File: config.mk
export PLATFORM = sky130hd
export DESIGN_NAME = otg_attach_seq
export DESIGN_NICKNAME = d
export VERILOG_FILES = /design/src/rtl/otg_attach_pkg.sv /design/src/rtl/otg_id_edge.sv /design/src/rtl/otg_ms_timer.sv /design/src/rtl/otg_seq_fsm.sv /design/src/rtl/otg_attach_seq.sv
export SDC_FILE = /design/constraint.sdc
export NUM_CORES = 1
export LEC_CHECK = 0
export BUFFER_PORTS_ARGS = -buffer_cell sky130_fd_sc_hd__clkbuf_2
export CAP_MARGIN = 0
export CORE_AREA = 2 2 39 41
export CTS_BUF_LIST = sky130_fd_sc_hd__clkbuf_4
export DETAILED_ROUTE_END_ITERATION = 12
export DIE_AREA = 0 0 41 43
export MAX_ROUTING_LAYER = met4
export PLACE_DENSITY = 0.83
export RECOVER_POWER = 100
export SYNTH_ARGS = -nofsm -noshare
export SYNTH_HDL_FRONTEND = slang
export SYNTH_SLANG_ARGS = --single-unit
File: constraint.sdc
create_clock -name clk -period 5 [get_ports clk]
set_input_delay 1.5 -clock clk [delete_from_list [all_inputs] [get_ports clk]]
set_output_delay 1.5 -clock clk [all_outputs]
set_load 0.03 [all_outputs]
File: src/rtl/otg_attach_pkg.sv
package otg_attach_pkg;

   typedef enum logic [2:0] {
      PH_IDLE  = 3'd0,
      PH_WATCH = 3'd1,
      PH_RAMP  = 3'd2,
      PH_ON    = 3'd3,
      PH_REJ   = 3'd4
   } phase_t;

   localparam logic [1:0] ST_IDLE  = 2'd0;
   localparam logic [1:0] ST_WATCH = 2'd1;
   localparam logic [1:0] ST_POWER = 2'd2;
   localparam logic [1:0] ST_REJ   = 2'd3;

   function automatic logic [1:0] phase_to_status(input phase_t ph);
      case (ph)
         PH_WATCH:      return ST_WATCH;
         PH_RAMP, PH_ON: return ST_POWER;
         PH_REJ:        return ST_REJ;
         default:       return ST_IDLE;
      endcase
   endfunction

endpackage

File: src/rtl/otg_id_edge.sv
module otg_id_edge (
   input  logic clk,
   input  logic rst_n,
   input  logic id_i,
   output logic fall_o
);
   // reset value 0: an ID already low at reset is not a fresh event
   logic id_q;

   always_ff @(posedge clk or negedge rst_n) begin
      if (!rst_n) id_q <= 1'b0;
      else        id_q <= id_i;
   end

   assign fall_o = id_q & ~id_i;

   AST_FALL_SINGLE: assert property (@(posedge clk) disable iff (!rst_n)
      fall_o |=> !fall_o);

endmodule

File: src/rtl/otg_ms_timer.sv
module otg_ms_timer #(
   parameter int CW = 8
) (
   input  logic          clk,
   input  logic          rst_n,
   input  logic          load_i,
   input  logic [CW-1:0] load_val_i,
   input  logic          tick_i,
   output logic          expire_o
);
   logic [CW-1:0] cnt_q;

   always_ff @(posedge clk or negedge rst_n) begin
      if (!rst_n)                      cnt_q <= '0;
      else if (load_i)                 cnt_q <= load_val_i;
      else if (tick_i && cnt_q != '0)  cnt_q <= cnt_q - 1'b1;
   end

   assign expire_o = tick_i && (cnt_q == CW'(1));

   AST_TIMER_HOLD: assert property (@(posedge clk) disable iff (!rst_n)
      (!load_i && !tick_i) |=> $stable(cnt_q));

endmodule

File: src/rtl/otg_seq_fsm.sv
module otg_seq_fsm
   import otg_attach_pkg::*;
#(
   parameter int WINDOW_MS = 200,
   parameter int GAP_MS    = 1,
   parameter int CW        = 8
) (
   input  logic          clk,
   input  logic          rst_n,
   input  logic          id_i,
   input  logic          id_fall_i,
   input  logic          vbus_ok_i,
   input  logic          tick_i,
   input  logic          expire_i,
   output logic          load_o,
   output logic [CW-1:0] load_val_o,
   output phase_t        phase_o
);
   phase_t ph_q, ph_d;
   logic   gap_done;

   generate
      if (GAP_MS == 0) begin : g_nogap
         // source still leads the switch by one clock
         assign gap_done = 1'b1;
      end else begin : g_gap
         assign gap_done = expire_i;
      end
   endgenerate

   always_comb begin
      ph_d       = ph_q;
      load_o     = 1'b0;
      load_val_o = '0;
      if (id_i) begin
         ph_d = PH_IDLE;
      end else begin
         case (ph_q)
            PH_IDLE: if (id_fall_i) begin
               ph_d       = PH_WATCH;
               load_o     = 1'b1;
               load_val_o = CW'(WINDOW_MS);
            end
            PH_WATCH: begin
               if (vbus_ok_i) ph_d = PH_REJ;
               else if (expire_i) begin
                  ph_d       = PH_RAMP;
                  load_o     = 1'b1;
                  load_val_o = CW'(GAP_MS);
               end
            end
            PH_RAMP: if (gap_done) ph_d = PH_ON;
            default: ph_d = ph_q;
         endcase
      end
   end

   always_ff @(posedge clk or negedge rst_n) begin
      if (!rst_n) ph_q <= PH_IDLE;
      else        ph_q <= ph_d;
   end

   assign phase_o = ph_q;

   AST_FOREIGN_REJECT: assert property (@(posedge clk) disable iff (!rst_n)
      (ph_q == PH_WATCH && vbus_ok_i && !id_i) |=> ph_q == PH_REJ);

   AST_REJ_STICKY: assert property (@(posedge clk) disable iff (!rst_n)
      (ph_q == PH_REJ && !id_i) |=> ph_q == PH_REJ);

   AST_TICK_IGNORED_IDLE: assert property (@(posedge clk) disable iff (!rst_n)
      (ph_q == PH_IDLE && !id_fall_i) |=> ph_q == PH_IDLE);

endmodule

File: src/rtl/otg_attach_seq.sv
module otg_attach_seq
   import otg_attach_pkg::*;
#(
   parameter int WINDOW_MS = 200,
   parameter int GAP_MS    = 1
) (
   input  logic       clk,
   input  logic       rst_n,
   input  logic       id_i,
   input  logic       vbus_ok_i,
   input  logic       tick_ms_i,
   output logic       src_en_o,
   output logic       sw_en_o,
   output logic [1:0] status_o
);
   localparam int MAXV = (WINDOW_MS > GAP_MS) ? WINDOW_MS : GAP_MS;
   localparam int CW   = $clog2(MAXV + 1);

   generate
      if (WINDOW_MS < 1) begin : g_bad_win
         $error("WINDOW_MS must be at least 1");
      end
      if (GAP_MS < 0) begin : g_bad_gap
         $error("GAP_MS must not be negative");
      end
   endgenerate

   logic          id_fall;
   logic          load;
   logic [CW-1:0] load_val;
   logic          expire;
   phase_t        phase;

   otg_id_edge u_edge (
      .clk    (clk),
      .rst_n  (rst_n),
      .id_i   (id_i),
      .fall_o (id_fall)
   );

   otg_ms_timer #(.CW(CW)) u_timer (
      .clk        (clk),
      .rst_n      (rst_n),
      .load_i     (load),
      .load_val_i (load_val),
      .tick_i     (tick_ms_i),
      .expire_o   (expire)
   );

   otg_seq_fsm #(
      .WINDOW_MS (WINDOW_MS),
      .GAP_MS    (GAP_MS),
      .CW        (CW)
   ) u_fsm (
      .clk        (clk),
      .rst_n      (rst_n),
      .id_i       (id_i),
      .id_fall_i  (id_fall),
      .vbus_ok_i  (vbus_ok_i),
      .tick_i     (tick_ms_i),
      .expire_i   (expire),
      .load_o     (load),
      .load_val_o (load_val),
      .phase_o    (phase)
   );

   assign src_en_o = (phase == PH_RAMP) || (phase == PH_ON);
   assign sw_en_o  = (phase == PH_ON);
   assign status_o = phase_to_status(phase);

   AST_ID_HIGH_OFF: assert property (@(posedge clk) disable iff (!rst_n)
      id_i |=> (!src_en_o && !sw_en_o && status_o == ST_IDLE));

   AST_SW_AFTER_SRC: assert property (@(posedge clk) disable iff (!rst_n)
      $rose(sw_en_o) |-> $past(src_en_o));

   AST_POWER_FROM_WATCH: assert property (@(posedge clk) disable iff (!rst_n)
      $rose(src_en_o) |-> $past(status_o) == ST_WATCH);

   AST_POWERED_HOLDS: assert property (@(posedge clk) disable iff (!rst_n)
      (sw_en_o && !id_i) |=> sw_en_o);

endmodule

==> results by group <==
Floorplanning
  – Die W: 41 µm
  – # IOs: 9
  – Initial Util: 51.8%
  – Area of the die: 0.00176 mm²
  – Die Ht: 43 µm
  – Core Box Area: 0.00138 mm²
  – Row cnt: 14

Yosys
  – Top post-synthesis cells by area: dfrtp_1 (42%), ha_1 (5.2%), nor2_1 (4.7%)
  – Post-synthesis register bit count: 12
  – Sequential area share after synthesis: 41.9%
  – Mapped Nets: 85
  – Netlist cell types: 31
  – Synth Instances: 77
  – Count leader, synth: dfrtp_1
  – Post-synth EDFFs: 0
  – Commonest cells post-synth: dfrtp_1 (12), nor2_1 (9), inv_1 (6)
  – Syn Area/Cell: 9.31 µm²
  – Post-Syn Area: 717 µm²
  – Fraction of registers with async set/reset: 100%
  – Synth Warn #: 0
  – Most used DFF post-synth: dfrtp_1
  – Share of the synthesized area in the top cell type: 41.9%
  – Area leader, netlist: dfrtp_1

Setup path
  – Critical path class: register to output port
  – Critical path launch point type: register
  – Delay-heaviest family, CP: flip-flops
  – CP required: 3.50 ns
  – Crit path largest cell delay: 0.45 ns
  – Crit path buf inv count: 2
  – Critical path's slowest cell: dfrtp_1
  – Critical Path End Type: output port
  – Crit-path max FO: 6
  – WP data arrival: 1.47 ns
  – CP Cell Sequence: inv_1 > nor2_1 > o21bai_1 > clkbuf_1

Global routing
  – Pin count of the biggest net entering global routing: 13
  – Number of global-route vias before repair: 527
  – Global Route Usage Sum: 18.6%
  – Initial antenna violation count: 0
  – GRT overflow: 0
  – Global-route wire length before repair: 2150 µm

Drt
  – Routed vias: 605
  – Total Wirelength: 1390 µm
  – DRT antenna net count: 0
  – DRT iter0 DRCs: 5
  – DR WL/cell: 13.4 µm
  – Detailed Routing Iterations Pass 1: 4
  – DR DRC count: 0
  – Vias/cell: 5.82

Clock network
  – Clock insertion delay at the later pin of the skew report: 0.27 ns
  – Hold buffers post-CTS: 0
  – Bufs on Longest Clock Path: 2
  – Clock H-tree levels: 1
  – Num CTS Buffers: 3
  – CTS Root Cell: clkbuf_4
  – Clk slew on worst S/H paths: 0.07 ns
  – TritonCTS clock tree: built
  – Post-CTS setup buffers: 0
  – CTS Sinks: 12
  – Post-CTS Resized: 0

Hold path
  – Type of the tightest min-delay check: register to register

STA
  – Slew headroom: 59.4%
  – Final period util: 59.4%
  – Layout Skew: 0.000768 ns
  – Setup-failing EPs final: 0
  – FMAX: 337 MHz
  – Crit path time final: 2.97 ns
  – Setup_tns: 0 ns
  – Worst Tran Pin Value: 0.609 ns
  – Final hold viol count: 0
  – Unrepaired setup endpoints after global routing: no
  – Final Max Slew Viols: 0
  – Setup slack after layout: 2.03 ns

Power
  – Sw Ratio: 38.4%
  – Clk pwr share: 17.7%
  – Comb power frac: 35.7%
  – Peak supply drop: 0.000186 V
  – Internal power: 0.000210 W
  – Lkg Pwr: 0.353 nW
  – Pwr dens: 431 mW/mm²
  – Switching pwr: 0.000131 W
  – Seq pwr share: 46.6%

Placed design
  – Port bufs: 8
  – Final GP Congestion: 0.882
  – Dpl hpwl: 1070 µm
  – DP Area: 773 µm²
  – Place WS: 2.35 ns

Run status
  – Outcome: completed

Job
  – MaxCap Viol Count: 0

Final layout
  – Design area: 790 µm²
  – Share of layout cells above drive strength 1: 7.95%
  – Antenna fix cells: 0
  – Layout area overhead: 10.1%
  – Final nets: 97
## layer usage
layer | part of all wire [%] | up-vias | track usage (%)
met5 | 0 | - | -
met4 | 2.8 | 0 | 8.67
met3 | 3.5 | 6 | 3.14
met2 | 48 | 15 | 28.4
met1 | 45 | 283 | 23.0
li1 | - | 301 | -
## logic make-up after synthesis
group,after synthesis,synth area share (%)
adder cells (fa/ha/maj),3,5.24
XOR/XNOR,2,2.44
AO/OA/AOI/OAI,18,17.3
multiplexers,2,2.79
AND/OR/NAND/NOR,33,26.7
buffers and inverters,7,3.66
flip-flops,12,41.9
## sequential cells by signal, summed over array words and instances (netlist names)
register / flops
u_timer.cnt_q: 8
u_fsm.phase_o: 3
u_edge.id_q: 1
## power by group through the flow
stage	sequential, W	combinational [W]	clock (W)
2_1_floorplan	0.000151	0.0000991	0
3_3_place_gp	0.000158	0.000119	0
3_5_place_dp	0.000160	0.000122	0
4_1_cts	0.000158	0.000124	0.0000611
5_1_grt	0.000162	0.000136	0.0000660
6_report	0.000159	0.000122	0.0000602
## placed cells by master, fill, tap and decap left out, types with 2 or more instances in the layout
cell type | Yosys | routed
o21ai_0 | 3 | 4
nand4_1 | 2 | 2
xnor2_1 | 2 | 2
nor2_1 | 9 | 9
nor3_1 | 2 | 2
nand2b_1 | 2 | 2
clkbuf_4 | 0 | 3
inv_1 | 6 | 6
nor4_1 | 2 | 2
or3_1 | 2 | 2
ha_1 | 3 | 3
o31ai_1 | 3 | 3
a21oi_1 | 5 | 5
dfrtp_1 | 12 | 12
clkbuf_1 | 1 | 8
nand2_1 | 4 | 4
mux2i_1 | 2 | 2
## worst paths after layout
| path | startpoint | to | slack (ns) | cells past startpoint |
|---|---|---|---|---|
| max | u_fsm.phase_o[1] | status_o[1] | 2.03 | 4 |
| max in group asynchronous | rst_n | u_timer.cnt_q[6] | 3.41 | 1 |
| max reg2reg | u_timer.cnt_q[0] | u_timer.cnt_q[2] | 3.16 | 6 |
| min in group asynchronous | rst_n | u_fsm.phase_o[1] | 1.20 | 1 |
| min reg2reg | u_timer.cnt_q[1] | u_timer.cnt_q[1] | 0.57 | 2 |
| min | u_timer.cnt_q[1] | u_timer.cnt_q[1] | 0.57 | 2 |
## worst min-delay path, stage by stage, from the launching register on
cell     delay [ns]
dfrtp_1        0.41
nand2_1        0.07
a21oi_1        0.06
## cell type report
class	instances	area, µm²
inverters	6	22.5
clock inverters	1	3.75
multi-input cells	58	390
clock buffers	3	22.5
well taps	16	20.0
flip-flops and latches	12	300
fillers	134	594
repair buffers	8	30.0
## metrics by stage
step | power (W) | hold WS (ns) | instances | util, %
floorplan | 0.000250 | 0.529 | 77 | -
global placement | 0.000276 | 0.555 | 100 | 55.9
detailed placement | 0.000283 | 0.560 | 100 | 55.9
CTS | 0.000342 | 0.569 | 104 | 57.8
global route | 0.000365 | 0.598 | 104 | 57.1
finish | 0.000340 | 0.571 | 104 | 57.1
Power figures use the tool's default switching activity.
